$ cat config.mk
export PLATFORM = sky130hd
export DESIGN_NAME = conv_fault_monitor
export DESIGN_NICKNAME = d
export VERILOG_FILES = /design/src/rtl/conv_fault_pkg.sv /design/src/rtl/conv_rst_sync.sv /design/src/rtl/conv_run_detector.sv /design/src/rtl/conv_range_clamp.sv /design/src/rtl/conv_cal_gate.sv /design/src/rtl/conv_fault_monitor.sv
export SDC_FILE = /design/constraint.sdc
export NUM_CORES = 1
export LEC_CHECK = 0
export ABC_AREA = 1
export BUFFER_PORTS_ARGS = -buffer_cell sky130_fd_sc_hd__buf_2
export CORE_UTILIZATION = 46
export CTS_CLUSTER_DIAMETER = 40
export DETAILED_ROUTE_END_ITERATION = 8
export PLACE_DENSITY = 0.79
export REMOVE_ABC_BUFFERS = 1
export SETUP_SLACK_MARGIN = 0.5
export SLEW_MARGIN = 0
export SYNTH_ARGS = -nofsm -noshare
export SYNTH_HDL_FRONTEND = slang
export SYNTH_SLANG_ARGS = --single-unit
$ cat constraint.sdc
create_clock -name clk -period 3.6 [get_ports clk]
set_clock_uncertainty 0.05 [all_clocks]
set_input_delay 0.72 -clock clk [delete_from_list [all_inputs] [get_ports clk]]
set_output_delay 0.72 -clock clk [all_outputs]
set_load 0.005 [all_outputs]
$ cat src/rtl/conv_fault_pkg.sv
package conv_fault_pkg;

  // Sticky fault flags kept by the monitor, in a fixed report order.
  typedef struct packed {
    logic sat;
    logic ovr;
    logic udr;
    logic cal;
  } fault_flags_t;

  localparam int unsigned FLAG_COUNT = $bits(fault_flags_t);

  // Width of a counter that must be able to hold the value lim.
  function automatic int unsigned cnt_width(input int unsigned lim);
    return (lim < 2) ? 1 : $clog2(lim + 1);
  endfunction

endpackage

$ cat src/rtl/conv_rst_sync.sv
module conv_rst_sync #(
  parameter int unsigned STAGES = 2
) (
  input  logic clk,
  input  logic rst_n,
  output logic rst_n_sync
);

  logic [STAGES-1:0] chain_q;

  always_ff @(posedge clk or negedge rst_n) begin
    if (!rst_n) begin
      chain_q <= '0;
    end else begin
      chain_q <= {chain_q[STAGES-2:0], 1'b1};
    end
  end

  assign rst_n_sync = chain_q[STAGES-1];

endmodule

$ cat src/rtl/conv_run_detector.sv
module conv_run_detector
  import conv_fault_pkg::*;
#(
  parameter int unsigned RUN_LEN = 20
) (
  input  logic clk,
  input  logic rst_n,
  input  logic clr,
  input  logic bit_vld,
  input  logic bit_val,
  output logic sat_o
);

  localparam int unsigned CNT_W = cnt_width(RUN_LEN);
  localparam logic [CNT_W-1:0] CNT_MAX = CNT_W'(RUN_LEN);
  localparam logic [CNT_W-1:0] CNT_ONE = CNT_W'(1);

  logic [CNT_W-1:0] cnt_q, cnt_d;
  logic             last_q, last_d;
  logic             sat_q, sat_d;
  logic             run_en;
  logic             hit;

  // Next-state logic: restart on a change, stop at the threshold.
  always_comb begin
    cnt_d  = cnt_q;
    last_d = last_q;
    if (bit_vld) begin
      if ((cnt_q == '0) || (bit_val != last_q)) begin
        cnt_d  = CNT_ONE;
        last_d = bit_val;
      end else if (cnt_q < CNT_MAX) begin
        cnt_d = cnt_q + CNT_ONE;
      end
    end
  end

  assign run_en = bit_vld;
  assign hit    = bit_vld && (cnt_d == CNT_MAX);
  assign sat_d  = hit | (sat_q & ~clr);

  always_ff @(posedge clk or negedge rst_n) begin
    if (!rst_n) begin
      cnt_q  <= '0;
      last_q <= 1'b0;
    end else if (run_en) begin
      cnt_q  <= cnt_d;
      last_q <= last_d;
    end
  end

  always_ff @(posedge clk or negedge rst_n) begin
    if (!rst_n) begin
      sat_q <= 1'b0;
    end else begin
      sat_q <= sat_d;
    end
  end

  assign sat_o = sat_q;

  AST_SAT_NEEDS_BIT: assert property (@(posedge clk) disable iff (!rst_n)
    $rose(sat_q) |-> $past(bit_vld));

  AST_RUN_RESTART: assert property (@(posedge clk) disable iff (!rst_n)
    (bit_vld && (cnt_q != '0) && (bit_val != last_q)) |=> (cnt_q == CNT_ONE));

  AST_RUN_NO_WRAP: assert property (@(posedge clk) disable iff (!rst_n)
    (cnt_q == CNT_MAX) |=> (cnt_q == CNT_MAX) || (cnt_q == CNT_ONE));

  AST_SAT_STICKY: assert property (@(posedge clk) disable iff (!rst_n)
    (sat_q && !clr) |=> sat_q);

endmodule

$ cat src/rtl/conv_range_clamp.sv
module conv_range_clamp #(
  parameter int unsigned RESULT_W = 24
) (
  input  logic                clk,
  input  logic                rst_n,
  input  logic                clr,
  input  logic                res_vld,
  input  logic [RESULT_W-1:0] res_raw,
  input  logic                above,
  input  logic                below,
  output logic [RESULT_W-1:0] res_o,
  output logic                vld_o,
  output logic                ovr_o,
  output logic                udr_o
);

  localparam logic [RESULT_W-1:0] CODE_HI = {RESULT_W{1'b1}};
  localparam logic [RESULT_W-1:0] CODE_LO = {RESULT_W{1'b0}};

  logic [RESULT_W-1:0] res_q, res_d;
  logic                vld_q;
  logic                ovr_q, ovr_d;
  logic                udr_q, udr_d;
  logic                is_ovr, is_udr;

  // Over-range takes priority when both comparisons are asserted.
  assign is_ovr = res_vld & above;
  assign is_udr = res_vld & below & ~above;

  always_comb begin
    if (above) begin
      res_d = CODE_HI;
    end else if (below) begin
      res_d = CODE_LO;
    end else begin
      res_d = res_raw;
    end
  end

  assign ovr_d = is_ovr | (ovr_q & ~clr);
  assign udr_d = is_udr | (udr_q & ~clr);

  always_ff @(posedge clk or negedge rst_n) begin
    if (!rst_n) begin
      res_q <= '0;
    end else if (res_vld) begin
      res_q <= res_d;
    end
  end

  always_ff @(posedge clk or negedge rst_n) begin
    if (!rst_n) begin
      vld_q <= 1'b0;
      ovr_q <= 1'b0;
      udr_q <= 1'b0;
    end else begin
      vld_q <= res_vld;
      ovr_q <= ovr_d;
      udr_q <= udr_d;
    end
  end

  assign res_o = res_q;
  assign vld_o = vld_q;
  assign ovr_o = ovr_q;
  assign udr_o = udr_q;

  AST_OVR_CLAMP: assert property (@(posedge clk) disable iff (!rst_n)
    (res_vld && above) |=> ((res_q == CODE_HI) && ovr_q));

  AST_UDR_CLAMP: assert property (@(posedge clk) disable iff (!rst_n)
    (res_vld && below && !above) |=> ((res_q == CODE_LO) && udr_q));

  AST_IN_RANGE_PASS: assert property (@(posedge clk) disable iff (!rst_n)
    (res_vld && !above && !below) |=> (res_q == $past(res_raw)));

  AST_RES_HOLD: assert property (@(posedge clk) disable iff (!rst_n)
    !res_vld |=> $stable(res_q));

  AST_RANGE_STICKY: assert property (@(posedge clk) disable iff (!rst_n)
    ((ovr_q || udr_q) && !clr) |=> (ovr_q || udr_q));

endmodule

$ cat src/rtl/conv_cal_gate.sv
module conv_cal_gate #(
  parameter int unsigned         COEF_W   = 24,
  parameter logic [COEF_W-1:0]   GAIN_RST = 24'h400000
) (
  input  logic              clk,
  input  logic              rst_n,
  input  logic              clr,
  input  logic              cal_done,
  input  logic              cal_pass,
  input  logic [COEF_W-1:0] off_in,
  input  logic [COEF_W-1:0] gain_in,
  output logic [COEF_W-1:0] off_o,
  output logic [COEF_W-1:0] gain_o,
  output logic              err_o
);

  logic [COEF_W-1:0] off_q, gain_q;
  logic              err_q, err_d;
  logic              load_en;
  logic              fail;

  assign load_en = cal_done &  cal_pass;
  assign fail    = cal_done & ~cal_pass;
  assign err_d   = fail | (err_q & ~clr);

  always_ff @(posedge clk or negedge rst_n) begin
    if (!rst_n) begin
      off_q  <= '0;
      gain_q <= GAIN_RST;
    end else if (load_en) begin
      off_q  <= off_in;
      gain_q <= gain_in;
    end
  end

  always_ff @(posedge clk or negedge rst_n) begin
    if (!rst_n) begin
      err_q <= 1'b0;
    end else begin
      err_q <= err_d;
    end
  end

  assign off_o  = off_q;
  assign gain_o = gain_q;
  assign err_o  = err_q;

  AST_CAL_LOAD: assert property (@(posedge clk) disable iff (!rst_n)
    (cal_done && cal_pass) |=> ((off_q == $past(off_in)) && (gain_q == $past(gain_in))));

  AST_CAL_BLOCK: assert property (@(posedge clk) disable iff (!rst_n)
    (cal_done && !cal_pass) |=> ($stable(off_q) && $stable(gain_q) && err_q));

  AST_CAL_STICKY: assert property (@(posedge clk) disable iff (!rst_n)
    (err_q && !clr) |=> err_q);

endmodule

$ cat src/rtl/conv_fault_monitor.sv
module conv_fault_monitor
  import conv_fault_pkg::*;
#(
  parameter int unsigned       RUN_LEN  = 20,
  parameter int unsigned       RESULT_W = 24,
  parameter int unsigned       COEF_W   = 24,
  parameter logic [COEF_W-1:0] GAIN_RST = 24'h400000
) (
  input  logic                clk,
  input  logic                rst_n,
  input  logic                mod_bit_vld,
  input  logic                mod_bit,
  input  logic                res_vld,
  input  logic [RESULT_W-1:0] res_raw,
  input  logic                above_fs,
  input  logic                below_fs,
  input  logic                cal_done,
  input  logic                cal_pass,
  input  logic [COEF_W-1:0]   cal_offset_in,
  input  logic [COEF_W-1:0]   cal_gain_in,
  input  logic                flag_clr,
  output logic [RESULT_W-1:0] res_out,
  output logic                res_out_vld,
  output logic [COEF_W-1:0]   offset_coef,
  output logic [COEF_W-1:0]   gain_coef,
  output logic                sat_flag,
  output logic                ovr_flag,
  output logic                udr_flag,
  output logic                cal_err_flag
);

  logic         rst_n_int;
  fault_flags_t flags;

  conv_rst_sync #(.STAGES(2)) u_rst_sync (
    .clk        (clk),
    .rst_n      (rst_n),
    .rst_n_sync (rst_n_int)
  );

  conv_run_detector #(.RUN_LEN(RUN_LEN)) u_run (
    .clk     (clk),
    .rst_n   (rst_n_int),
    .clr     (flag_clr),
    .bit_vld (mod_bit_vld),
    .bit_val (mod_bit),
    .sat_o   (flags.sat)
  );

  conv_range_clamp #(.RESULT_W(RESULT_W)) u_clamp (
    .clk     (clk),
    .rst_n   (rst_n_int),
    .clr     (flag_clr),
    .res_vld (res_vld),
    .res_raw (res_raw),
    .above   (above_fs),
    .below   (below_fs),
    .res_o   (res_out),
    .vld_o   (res_out_vld),
    .ovr_o   (flags.ovr),
    .udr_o   (flags.udr)
  );

  conv_cal_gate #(.COEF_W(COEF_W), .GAIN_RST(GAIN_RST)) u_cal (
    .clk      (clk),
    .rst_n    (rst_n_int),
    .clr      (flag_clr),
    .cal_done (cal_done),
    .cal_pass (cal_pass),
    .off_in   (cal_offset_in),
    .gain_in  (cal_gain_in),
    .off_o    (offset_coef),
    .gain_o   (gain_coef),
    .err_o    (flags.cal)
  );

  assign sat_flag     = flags.sat;
  assign ovr_flag     = flags.ovr;
  assign udr_flag     = flags.udr;
  assign cal_err_flag = flags.cal;

  AST_VALID_LATENCY: assert property (@(posedge clk) disable iff (!rst_n_int)
    res_vld |=> res_out_vld);

  AST_RANGE_EXCLUSIVE: assert property (@(posedge clk) disable iff (!rst_n_int)
    (res_vld && above_fs && !udr_flag && !flag_clr) |=> !udr_flag);

endmodule

# After elaboration in Yosys (flattened, before gate mapping)
# Index checks and enable logic that the tools add are counted.
# classes
addsub,1
n_mux,5
bitwise_logic,16
n_eq_ne,2
reduce_logical,4
n_lt_le_gt_ge,1
# ops
cell,n
two-way mux 24 bit,2
two-way mux 5 bit,3
AND 1 bit,9
"adder 5 x 1 -> 5 bit, second input constant",1
"== test 5 bit, second input constant",1
logical NOT 5 bit,1
"less-than comparator 5 bit, second input constant",1
OR 1 bit,4
inverter 1 bit,3
AND reduction 2 bit,1
logical AND 1 bit,1
logical OR 1 bit,1
!= test 1 bit,1
# word_totals
inputBits,82
output_inout_bits,77
register_bits,85
word_cells,40

# Longest topological paths before layout
# depth
ltp_word,7
depth_mapped,11
ltp_nobuf,11

# Cells and area by module
# A second synthesis with hierarchy kept.
# unflattened
hier_cells,397
hier_area_um2,3667.3
# modules_own_cells
module,area_each_um2,instances,seq_area_each_um2,cells_per_inst
conv_cal_gate,1974.4,1,1227.4,216
conv_range_clamp,1186.1,1,675.6,115
conv_run_detector,452.9,1,175.2,63
conv_rst_sync,53.8,1,50.0,3

# Worst setup path after synthesis
# Ideal clock, no wire load.
# synth_path
path_type,input to register
startpoint,input cal_done
endpoint,"register u_cal.gain_q[10], in the netlist u_cal.gain_o[10]"
setup_slack_ps,2016
arrival_ps,1409
setup_ps,125
required_time_ps,3425
path_buffers,2
cell_stages,4
cell_sequence,nand2_1 -> buf_6 -> buf_6 -> mux2_4
# synth_between
elab_chain_len,1
# synth_rtl
element,line,rtl
"start, declared",conv_fault_monitor.sv:17,"input logic cal_done,"
AND 1 bit,conv_cal_gate.sv:22,assign load_en = cal_done & cal_pass;
"end signal, assigned",conv_cal_gate.sv:32,gain_q <= gain_in;
"end, declared",conv_cal_gate.sv:17,"logic [COEF_W-1:0] off_q, gain_q;"
# Every way passes these cells.
# A chain may end at the register's enable or synchronous reset.

==> results <==
- The run finished with clean final reports.
- The floorplan die area is 0.00784 mm^2.
- The total cell area at the placement stage is 0.00430 mm^2.
- The number of CTS-inserted buffers is 9.
- The count of vias placed by the detailed router is 2618.
- The startpoint kind of the worst setup timing path is an input port.
- Pin placement for this block handled 159 I/O pins.
- The static leakage is 2.34 nW.
- The worst hold path belongs to the class in2async.
- The design area is 0.00451 mm^2.
- The total wirelength of the detailed-routed design is 7.29 mm.
- The share of Yosys cell area claimed by the top area cell type is 61.0%.
- Summing all flip-flop and latch instances after layout gives 0.00213 mm^2.
- The count of inserted antenna diode cells is 0.
- The post-DP HPWL is 5.32 mm.
- From synthesis to final layout, the design area changed by 30.8%.
- Of the synthesized area, sequential elements account for 61.8%.
- The number of failing setup endpoints in the final timing report is 0.
- The predominant post-synthesis flop cell is sky130_fd_sc_hd__dfrtp_1.
- STA classifies the critical path endpoint as a register.
- The floorplan step set the die width to 88.6 um.
- After clock tree synthesis, the clock-pin slew on the worst setup and hold paths is 0.07 ns.
- The count of clock tree sinks is 85.
- The required time reported for the critical path endpoint is 3.72 ns.
- The slew at the pin closest to its max-slew limit is 1.02 ns.
- The congestion estimate from routability-driven global placement came to 0.815.
- After synthesis, the cell types taking the most area are sky130_fd_sc_hd__dfrtp_1 61%, sky130_fd_sc_hd__mux2_2 9.2%, sky130_fd_sc_hd__mux2_4 8.7%.
- Counting instances in the post-synthesis netlist gives the leading cell types as 84 x sky130_fd_sc_hd__dfrtp_1, 46 x sky130_fd_sc_hd__nand2_1, 29 x sky130_fd_sc_hd__nor2_1.
- The worst slack after detailed placement is 1.27 ns.
- Cells with a size suffix above 1 make up 51.6% of the layout.
- The first-pass GRT wire length is 11.7 mm.
- The tightest hold path in the finished design has a slack of 0.107 ns.
- In this run, distinct cell masters in the synthesized netlist total 26.
- The area of the core is 0.00725 mm^2.
- The flip-flop and latch count after synthesis is 85.
- In the post-synthesis netlist, the cell with the most instances is sky130_fd_sc_hd__dfrtp_1.
- Entering global routing, the biggest net connects 84 pins.
- In this run the power density over the cells is 501 mW/mm^2.
- The count of input and output buffers is 158.
- The count of flip-flops with a built-in enable after synthesis is 0.
- The mean cell area of the mapped netlist is 12.1 um^2.
- Of all cell types, the one taking the most synthesized area is sky130_fd_sc_hd__dfrtp_1.
- The hold violation total from the final report came to 0.
- After the first detailed-routing iteration, the DRC count stood at 51.
- The post-route antenna net violation count is 0.
- The category of the most critical setup path is in2reg.
- The number of placed instances, taps included, is 531.
- The maximum fanout along the worst path is 27.
- For this run, the top clock speed supported by timing is 497 MHz.
- The first-pass iteration count of the detailed router is 5.
- The multi-input gate area in the final layout is 0.00118 mm^2.
- The number of fillers in the final layout is 612.
- The level count of the clock H-tree is 3.
- The worst pin sits at a relative slew slack of 32.2%.
- The cell count after synthesis is 285.
- The post-detailed-route DRC marker count is 0.
- The initial antenna violation count is 0.
- CTS placed an instance of sky130_fd_sc_hd__clkbuf_8 at the clock tree root.
- The synthesized netlist occupies a cell area of 0.00345 mm^2.
- Global routing finished with a remaining overflow of 0.
- The final worst-path cycle share is 55.9%.
- The number of slew-limit violations in the final report is 0.
- Setup repair after global routing left no endpoint under its margin.
- The initial utilization of the core area, before any placement, comes to 47.5%.
- The tool flagged a number of max-cap violations equal to 0.
- After routing, the total negative slack on setup checks comes to 0 ns.
- The clock reaches the later pin of the worst-skew pair after 0.34 ns.
- The die span in y is 88.6 um.
- After clock tree synthesis, the flow added hold-fix buffers numbering 0.
- The total routing resource utilization after global routing is 19.7%.
- TritonCTS built the clock tree.
- The number of standard cells in the layout, taps in and fillers out is 547.
- The setup slack of the critical path after layout is 1.59 ns.
- The average wire per cell in the routed design is 13.3 um.
- The longest clock path from root to sink contains 2 buffers.
- The via density per instance is 4.79.
- Yosys printed 0 warnings.
- Once the clock tree was built, the setup fixing pass inserted 0 buffers.
- Data arrives at the worst endpoint at 2.13 ns.
- In this run the core area contains 31 standard-cell rows.
- The via count of the first global-routing pass was 2663.
- The total power is 2.26 mW.
- After layout, the minimum clock period comes to 2.01 ns.
- The number of resized instances in the post-cts repair step is 0.
- The utilization after layout is 62.1%.
- The fraction of synthesis flops using an asynchronous set or reset pin is 100%.
- The maximum resistive drop on vdd is 238 uV.
- The layout net count is 527.
[metal layers]
| layer | global-route usage, % | vias up | share of wire (%) |
|---|---|---|---|
| met5 | 0 | - | 0 |
| met4 | 11.7 | 0 | 2.4 |
| met3 | 4.48 | 14 | 5.3 |
| met2 | 34.4 | 94 | 52 |
| met1 | 22.0 | 1267 | 40 |
| li1 | - | 1243 | - |
[layout by cell type (no fill, tap or decap), types with 2 or more instances in the layout]
cell type	Yosys	routed
sky130_fd_sc_hd__dfrtp_1	84	83
sky130_fd_sc_hd__nand3_1	8	8
sky130_fd_sc_hd__nand2_2	4	5
sky130_fd_sc_hd__clkbuf_8	0	9
sky130_fd_sc_hd__a21oi_1	23	23
sky130_fd_sc_hd__o21ai_0	2	2
sky130_fd_sc_hd__bufinv_16	0	2
sky130_fd_sc_hd__nand2_1	46	45
sky130_fd_sc_hd__buf_4	1	2
sky130_fd_sc_hd__mux2_4	20	20
sky130_fd_sc_hd__inv_1	16	16
sky130_fd_sc_hd__buf_2	6	158
sky130_fd_sc_hd__nor2_1	29	29
sky130_fd_sc_hd__ha_1	2	2
sky130_fd_sc_hd__clkbuf_1	1	3
sky130_fd_sc_hd__mux2_2	28	28
[final timing paths]
check,endpoint,cells after the start,from,slack [ns]
worst max-delay path,u_clamp.res_o[17],4,res_vld,1.59
worst min register to register,u_rst_sync.chain_q[1],0,u_rst_sync.chain_q[0],0.31
min in group clk,u_rst_sync.chain_q[1],0,u_rst_sync.chain_q[0],0.31
max in group asynchronous,u_cal.off_o[14],0,u_rst_sync.chain_q[1],2.40
worst min-delay path,u_rst_sync.chain_q[1],1,rst_n,0.11
worst max register to register,u_run.sat_o,11,u_run.cnt_q[0],2.20
[cell type report]
cell class	count	area share (%)
Multi-Input combinational cell	171	26.1
Timing Repair Buffer	160	17.9
Inverter	16	1.33
Clock buffer	12	3.00
Tap cell	99	2.75
Clock inverter	4	1.61
Sequential cell	85	47.3
[power by group]
| part | switching (mW) | leakage, nW | internal [mW] | total [mW] |
|---|---|---|---|---|
| combinational | 0.167 | 1.25 | 0.224 | 0.391 |
| sequential | 0.0824 | 0.982 | 1.08 | 1.16 |
| clock | 0.317 | 0.101 | 0.391 | 0.708 |
[worst max-delay path: stages]
cell and delay (ns):
sky130_fd_sc_hd__buf_2 0.39, sky130_fd_sc_hd__inv_1 0.13, sky130_fd_sc_hd__nor2_2 0.72, sky130_fd_sc_hd__a21oi_1 0.15
[registers in the layout, indices dropped and copies added (netlist names)]
signal and cells:
u_clamp.udr_o 1, u_run.cnt_q 5, u_run.last_q 1, u_cal.off_o 24, u_clamp.ovr_o 1, u_run.sat_o 1
u_clamp.vld_o 1, u_cal.gain_o 24, u_rst_sync.chain_q 2, u_clamp.res_o 24, u_cal.err_o 1
[logic make-up after synthesis]
| family | count (synthesis) | synth area share (%) |
|---|---|---|
| flip-flops | 85 | 61.8 |
| AND/OR/NAND/NOR | 91 | 10.9 |
| AO/OA/AOI/OAI | 29 | 4.54 |
| multiplexers | 48 | 17.9 |
| buffers and inverters | 29 | 4.14 |
| adder cells (fa/ha/maj) | 2 | 0.726 |
| other | 1 | 0.109 |
(Power assumes the default switching activity.)
